File: src/rtl/pwr_unwind_pkg.sv
// Shared types for the reverse power-down slot sequencer.
// Assumes: state and phase codes are used only inside this block and at its phase port.
package pwr_unwind_pkg;

    typedef enum logic [2:0] {
        ST_FULL     = 3'd0,
        ST_SEC_DOWN = 3'd1,
        ST_PRI_MON  = 3'd2,
        ST_PRI_DOWN = 3'd3,
        ST_OFF      = 3'd4
    } unwind_state_e;

    typedef enum logic [1:0] {
        PH_FULL = 2'b00,
        PH_MON  = 2'b01,
        PH_DOWN = 2'b10,
        PH_OFF  = 2'b11
    } unwind_phase_e;

endpackage

File: src/rtl/unwind_req.sv
// Request qualifier: merges each group's pin and control bit into one shutdown
// request and clamps the primary index to the highest slot number.
// Assumes: inputs are already synchronous to clk.
module unwind_req #(
    parameter int NUM_SLOTS = 13,
    parameter int IDX_W     = 4
) (
    input  logic             en_pin,
    input  logic             en2_pin,
    input  logic             sw_bit,
    input  logic             sec_bit,
    input  logic [IDX_W-1:0] last_pri,
    output logic             sec_drop,
    output logic             pri_drop,
    output logic [IDX_W-1:0] lp_clamped
);
    localparam int TOP_IDX = NUM_SLOTS - 1;

    // A group stays up only while both of its sources hold it enabled.
    always_comb begin
        sec_drop = !(en2_pin && sec_bit);
        pri_drop = !(en_pin && sw_bit);
    end

    // Out-of-range index values mean every slot is primary.
    always_comb begin
        if (last_pri > IDX_W'(TOP_IDX))
            lp_clamped = IDX_W'(TOP_IDX);
        else
            lp_clamped = last_pri;
    end

endmodule

File: src/rtl/unwind_fsm.sv
// Two-stage unwind controller. It holds the phase, the pointer to the next
// slot to clear and the split index captured at shutdown start.
// Assumes: step_tick is a single-cycle pulse and lp_in is at most NUM_SLOTS-1.
module unwind_fsm
    import pwr_unwind_pkg::*;
#(
    parameter int NUM_SLOTS = 13,
    parameter int IDX_W     = 4
) (
    input  logic             clk,
    input  logic             rst_n,
    input  logic             sec_drop,
    input  logic             pri_drop,
    input  logic [IDX_W-1:0] lp_in,
    input  logic             step_tick,
    output unwind_state_e    state,
    output logic             clr_en,
    output logic [IDX_W-1:0] clr_idx,
    output logic             done
);
    localparam int TOP_IDX = NUM_SLOTS - 1;

    unwind_state_e    state_q;
    logic [IDX_W-1:0] ptr_q;
    logic [IDX_W-1:0] lp_q;
    logic             done_q;

    // A clear happens only on a tick while one of the two stages is active.
    always_comb begin
        clr_en  = step_tick && (state_q == ST_SEC_DOWN || state_q == ST_PRI_DOWN);
        clr_idx = ptr_q;
    end

    // Phase transitions, pointer stepping and done pulse generation.
    always_ff @(posedge clk) begin
        if (!rst_n) begin
            state_q <= ST_FULL;
            ptr_q   <= IDX_W'(TOP_IDX);
            lp_q    <= '0;
            done_q  <= 1'b0;
        end else begin
            done_q <= 1'b0;
            case (state_q)
                ST_FULL: begin
                    if (sec_drop || pri_drop) begin
                        lp_q  <= lp_in;
                        ptr_q <= IDX_W'(TOP_IDX);
                        if (lp_in == IDX_W'(TOP_IDX))
                            state_q <= ST_PRI_MON;
                        else
                            state_q <= ST_SEC_DOWN;
                    end
                end
                ST_SEC_DOWN: begin
                    if (step_tick) begin
                        if (ptr_q == lp_q + IDX_W'(1))
                            state_q <= ST_PRI_MON;
                        else
                            ptr_q <= ptr_q - IDX_W'(1);
                    end
                end
                ST_PRI_MON: begin
                    if (pri_drop) begin
                        ptr_q   <= lp_q;
                        state_q <= ST_PRI_DOWN;
                    end
                end
                ST_PRI_DOWN: begin
                    if (step_tick) begin
                        if (ptr_q == '0) begin
                            state_q <= ST_OFF;
                            done_q  <= 1'b1;
                        end else begin
                            ptr_q <= ptr_q - IDX_W'(1);
                        end
                    end
                end
                default: state_q <= ST_OFF;
            endcase
        end
    end

    assign state = state_q;
    assign done  = done_q;

    AST_PRI_STAGE_NEEDS_REQ: assert property (@(posedge clk) disable iff (!rst_n)
        (state_q == ST_PRI_DOWN && $past(state_q) == ST_PRI_MON) |-> $past(pri_drop));

    AST_SEC_PTR_ABOVE_SPLIT: assert property (@(posedge clk) disable iff (!rst_n)
        (state_q == ST_SEC_DOWN) |-> (ptr_q > lp_q));

    AST_SPLIT_HELD: assert property (@(posedge clk) disable iff (!rst_n)
        ($past(state_q) != ST_FULL) |-> $stable(lp_q));

endmodule

File: src/rtl/slot_bank.sv
// Registered per-slot enables. A slot clears when the controller names it
// together with a clear strobe, and it never sets again until reset.
// Assumes: clr_idx addresses one slot within range.
module slot_bank #(
    parameter int NUM_SLOTS = 13,
    parameter int IDX_W     = 4
) (
    input  logic                 clk,
    input  logic                 rst_n,
    input  logic                 clr_en,
    input  logic [IDX_W-1:0]     clr_idx,
    output logic [NUM_SLOTS-1:0] slot_q
);
    for (genvar i = 0; i < NUM_SLOTS; i++) begin : g_slot
        logic bit_q;
        // Slot i holds power from reset until its clear is addressed.
        always_ff @(posedge clk) begin
            if (!rst_n)
                bit_q <= 1'b1;
            else if (clr_en && clr_idx == IDX_W'(i))
                bit_q <= 1'b0;
        end
        assign slot_q[i] = bit_q;
    end

    AST_CLR_IN_RANGE: assert property (@(posedge clk) disable iff (!rst_n)
        clr_en |-> (clr_idx < IDX_W'(NUM_SLOTS)));

endmodule

File: src/rtl/pwr_slot_unwinder.sv
// Top of the reverse power-down slot sequencer. It joins the request
// qualifier, the unwind controller and the slot enable registers, and maps the
// controller state to the external phase code.
// Assumes: step_tick pulses last one cycle. Power-up after shutdown needs a reset.
module pwr_slot_unwinder
    import pwr_unwind_pkg::*;
#(
    parameter int NUM_SLOTS = 13,
    parameter int IDX_W     = 4
) (
    input  logic                 clk,
    input  logic                 rst_n,
    input  logic                 en_pin,
    input  logic                 en2_pin,
    input  logic                 sw_bit,
    input  logic                 sec_bit,
    input  logic [IDX_W-1:0]     last_pri,
    input  logic                 step_tick,
    output logic [NUM_SLOTS-1:0] slot_on,
    output logic [1:0]           phase,
    output logic                 done
);
    logic             sec_drop;
    logic             pri_drop;
    logic [IDX_W-1:0] lp_clamped;
    unwind_state_e    state;
    logic             clr_en;
    logic [IDX_W-1:0] clr_idx;

    unwind_req #(.NUM_SLOTS(NUM_SLOTS), .IDX_W(IDX_W)) u_req (
        .en_pin     (en_pin),
        .en2_pin    (en2_pin),
        .sw_bit     (sw_bit),
        .sec_bit    (sec_bit),
        .last_pri   (last_pri),
        .sec_drop   (sec_drop),
        .pri_drop   (pri_drop),
        .lp_clamped (lp_clamped)
    );

    unwind_fsm #(.NUM_SLOTS(NUM_SLOTS), .IDX_W(IDX_W)) u_fsm (
        .clk       (clk),
        .rst_n     (rst_n),
        .sec_drop  (sec_drop),
        .pri_drop  (pri_drop),
        .lp_in     (lp_clamped),
        .step_tick (step_tick),
        .state     (state),
        .clr_en    (clr_en),
        .clr_idx   (clr_idx),
        .done      (done)
    );

    slot_bank #(.NUM_SLOTS(NUM_SLOTS), .IDX_W(IDX_W)) u_bank (
        .clk     (clk),
        .rst_n   (rst_n),
        .clr_en  (clr_en),
        .clr_idx (clr_idx),
        .slot_q  (slot_on)
    );

    // Map controller state to the externally visible phase code.
    always_comb begin
        unique case (state)
            ST_FULL:                  phase = PH_FULL;
            ST_PRI_MON:               phase = PH_MON;
            ST_SEC_DOWN, ST_PRI_DOWN: phase = PH_DOWN;
            default:                  phase = PH_OFF;
        endcase
    end

    AST_SLOTS_ONLY_FALL: assert property (@(posedge clk) disable iff (!rst_n)
        (slot_on & ~$past(slot_on)) == '0);

    AST_ONE_PER_TICK: assert property (@(posedge clk) disable iff (!rst_n)
        $countones($past(slot_on) & ~slot_on) <= ($past(step_tick) ? 1 : 0));

    AST_DONE_WITH_SLOT0: assert property (@(posedge clk) disable iff (!rst_n)
        done |-> ($past(slot_on[0]) && !slot_on[0]));

    AST_DONE_SINGLE: assert property (@(posedge clk) disable iff (!rst_n)
        done |=> !done);

    AST_SEC_BEFORE_PRI: assert property (@(posedge clk) disable iff (!rst_n)
        $fell(slot_on[0]) |-> (slot_on == '0));

endmodule

File: config.mk
export PLATFORM = sky130hd
export DESIGN_NAME = pwr_slot_unwinder
export DESIGN_NICKNAME = d
export VERILOG_FILES = /design/src/rtl/pwr_unwind_pkg.sv /design/src/rtl/unwind_req.sv /design/src/rtl/unwind_fsm.sv /design/src/rtl/slot_bank.sv /design/src/rtl/pwr_slot_unwinder.sv
export SDC_FILE = /design/constraint.sdc
export NUM_CORES = 1
export LEC_CHECK = 0
export ABC_AREA = 1
export BUFFER_PORTS_ARGS = -buffer_cell sky130_fd_sc_hd__buf_2
export CAP_MARGIN = 20
export CELL_PAD_IN_SITES_DETAIL_PLACEMENT = 1
export CELL_PAD_IN_SITES_GLOBAL_PLACEMENT = 2
export CORE_AREA = 4 4 72 74
export DETAILED_ROUTE_END_ITERATION = 7
export DIE_AREA = 0 0 76 78
export MAX_ROUTING_LAYER = met4
export PLACE_DENSITY_LB_ADDON = 0.1
export SYNTH_ARGS = -nofsm -noshare
export SYNTH_HDL_FRONTEND = slang
export SYNTH_SLANG_ARGS = --single-unit
File: constraint.sdc
create_clock -name clk -period 2.4 [get_ports clk]
set_input_delay 0.12 -clock clk [delete_from_list [all_inputs] [get_ports clk]]
set_output_delay 0.12 -clock clk [all_outputs]
set_load 0.03 [all_outputs]
==> impl_metrics.csv <==
group,metric,value,unit
worst_setup_path,critPathSlowestCell,"dfxtp_1",
route,ant_nets,0,
clocking,clkLatencyLatePin,0.27,ns
run,drv_cap,0,
worst_setup_path,cp_cell_sequence,"inv_1, ha_1, inv_1, nor2_2, inv_1, nand2_1, nand3_1, inv_1, nand2_1, o21bai_1, inv_1",
final_layout,nets,231,
logic_synthesis,netlist_area,1400,um2
route,drtPass1Iterations,3,
global_routing,grt_max_degree,23,
worst_setup_path,required,2.58,ns
clocking,cts_resized,0,
worst_setup_path,startpoint,"u_fsm.clr_idx[0]$_SDFFE_PN0P_",
floorplan,die_area,5930,um2
sta,setup_tns,0,ns
sta,rsz0062_at_grt,"no",
logic_synthesis,post_synth_num_cell_types,25,
clocking,htree_levels,1,
final_layout,drive_gt1_share,21.1,%
logic_synthesis,synth_nets,216,
logic_synthesis,ys_ff_latch,25,
logic_synthesis,post_synth.cell_area_avg,7.03,um2
clocking,cts_sinks,25,
min_path,whs_endpoint,"u_fsm.done$_SDFF_PN0_",
worst_setup_path,cp-start-kind,"flop",
route,vias,1275,
logic_synthesis,syn_inst,199,
min_path,min_path_cells,3,
placed_design,gp_congestion,0.771,
clocking,clk_pin_slew,0.09,ns
route,drc,0,
sta,worst_pin_slew,0.439,ns
sta,post-route-period-util,71.7,%
placed_design,dp_cells,263,
sta,max_slew_margin,70.7,%
clocking,ctsHoldBuffers,0,
clocking,cts_made_buffers,3,
worst_setup_path,r2r_setup_slack,0.68,ns
logic_synthesis,yosys.area.top_type,"dfxtp_1",
logic_synthesis,ys_seq_area_share,35.8,%
sta,fmax,0.581,GHz
route,drt-initial-drc-count,35,
global_routing,antenna_found_initial,0,
global_routing,grt_pass1_wl,6420,um
floorplan,initial_core_util,30.4,%
placed_design,place_area,1480,um2
pwr,finalPower,1.71,mW
route,viasPerCell,4.78,
worst_setup_path,cpMostUsedCell,"inv_1",
worst_setup_path,path_max_fanout,7,
route,wl_per_cell,13.6,um
final_layout,syn2layout_area_growth,9.03,%
placed_design,portBuffers,26,
global_routing,overflow,0,
sta,finalCriticalPeriod,1.72,ns
clocking,clockBufferDepth,2,
sta,fin_ws,0.679,ns
worst_setup_path,cp_top_family,"buffers and inverters",
sta,fin_skew,0.00405,ns
clocking,clockRootBuffer,"clkbuf_8",
outcome,status,"finished, final reports clean",
pwr,p_per_area,1120,nW/um2
pwr,power_leakage,0.748,nW
worst_setup_path,rr_endpoint,"u_fsm.state[0]$_SDFFE_PN0P_",
final_layout,instances_no_fill,267,
worst_setup_path,r2r_start,"u_fsm.clr_idx[0]$_SDFFE_PN0P_",
worst_setup_path,rr_worst_depth,11,
floorplan,num_rows,25,
min_path,hold_path_class,"input port to flop",
floorplan,core_area,4600,um2
worst_setup_path,end_kind,"flop",
worst_setup_path,path_class,"flop to flop",
logic_synthesis,synth.area.top_cells,"dfxtp_1 36%, nand2_1 14%, o21ai_0 7.2%",
sta,hold_viol,0,
final_layout,antenna_cells,0,
placed_design,place_ws,0.665,ns
worst_setup_path,cp.buffers_inverters,5,
min_path,worstHoldStart,"step_tick",
clocking,post_cts_buffers,0,
floorplan,die_w,76,um
worst_setup_path,cpPeakStageDelay,0.38,ns
logic_synthesis,synth_top_area_share,35.8,%
global_routing,grt_pass1_vias,1366,
logic_synthesis,synth_warnings,0,
worst_setup_path,crit_arrival,1.90,ns
sta,drv_slew,0,
floorplan,die_y,78,um
placed_design,hpwl,2940,um
clocking,cts_tree,"built",
global_routing,gr-usage-all-layers,13.4,%
floorplan,ioPinCount,27,
pwr,peakVddDrop,269,uV
route,drt_wl_total,3620,um
final_layout,fin_area,1530,um2
sta,setup_viol,0,
==> cells in the final DEF, fill, tap and decap left out, types with 5 or more instances in the layout <==
| cell type | netlist | routed |
|---|---|---|
| nand2_1 | 52 | 52 |
| dfxtp_1 | 25 | 25 |
| buf_2 | 1 | 26 |
| ha_1 | 6 | 6 |
| inv_1 | 22 | 22 |
| a21oi_1 | 9 | 9 |
| inv_2 | 5 | 5 |
| nand3_1 | 11 | 11 |
| o21ai_0 | 20 | 20 |
| nor2_1 | 11 | 11 |
==> Yosys cell counts <==
library cell   n
nand4_1        1
o21bai_1       2
buf_6          1
nand3_1       11
nand2_4        3
a21oi_1        9
inv_2          5
o211ai_1       1
nor2_4         1
buf_4         13
a211oi_1       2
ha_1           6
o22ai_1        2
inv_1         22
o31ai_1        1
o21ai_0       20
buf_2          1
clkbuf_1       1
nand2_2        3
nor2_1        11
nor3_1         3
nor2_2         2
nand2_1       52
dfxtp_1       25
nand4_2        1
==> cells by family after synthesis <==
group	after synthesis	share of synthesized area, %
compound gates	37	14.5
fa+ha+maj	6	5.37
buf+inv	43	15.7
flops	25	35.8
simple gates	88	28.7
==> worst max path at each step <==
stage,endpoint,slack [ns],cells after the start
global route,u_fsm.state[0]$_SDFFE_PN0P_,0.45,11
CTS,u_fsm.state[0]$_SDFFE_PN0P_,0.65,11
detailed placement,u_fsm.state[0]$_SDFFE_PN0P_,0.67,11
global placement,u_fsm.state[0]$_SDFFE_PN0P_,0.67,11
floorplan,u_fsm.state[0]$_SDFFE_PN0P_,0.98,11
finish,u_fsm.state[0]$_SDFFE_PN0P_,0.68,11
==> routing by layer <==
| metal | global-route usage, % | vias up | part of all wire (%) |
|---|---|---|---|
| li1 | - | 651 | - |
| met1 | 15.5 | 598 | 45 |
| met2 | 24.0 | 22 | 51 |
| met3 | 2.32 | 4 | 3.7 |
| met4 | 2.85 | 0 | 0.72 |
| met5 | - | - | 0 |
==> registers in the layout, summed over array words and instances, names as in the netlist <==
register             cells
u_fsm.done               1
u_fsm.lp_q               4
u_fsm.state              3
u_fsm.clr_idx            4
u_bank.g_slot.bit_q     13
==> layout make-up <==
| type | instances | area, um2 |
|---|---|---|
| Fill cell | 609 | 3070 |
| Multi-Input combinational cell | 131 | 679 |
| Sequential cell | 25 | 500 |
| Timing Repair Buffer | 26 | 130 |
| Inverter | 27 | 101 |
| Tap cell | 54 | 67.6 |
| Clock buffer | 3 | 41.3 |
| Clock inverter | 1 | 5.00 |
==> worst register-to-register path: stages (launching register included) <==
cell	delay (ns)
dfxtp_1	0.38
inv_1	0.23
ha_1	0.22
inv_1	0.07
nor2_2	0.17
inv_1	0.08
nand2_1	0.06
nand3_1	0.08
inv_1	0.07
nand2_1	0.09
o21bai_1	0.14
inv_1	0.05
==> report_power, final <==
part,internal [mW],switching [mW],leakage [nW],total (mW)
Combinational,0.266,0.567,0.518,0.833
Clock,0.116,0.145,0.0255,0.261
Sequential,0.503,0.111,0.205,0.614
Total,0.885,0.823,0.748,1.71
==> through the flow <==
step / util [%] / hold WS, ns
finish: 33.2 / 0.110
global route: 33.2 / 0.126
CTS: 33.2 / 0.109
detailed placement: 32.2 / 0.412
global placement: 32.2 / 0.410
floorplan: - / 0.280
No activity file was read; power rests on OpenSTA's default activity.
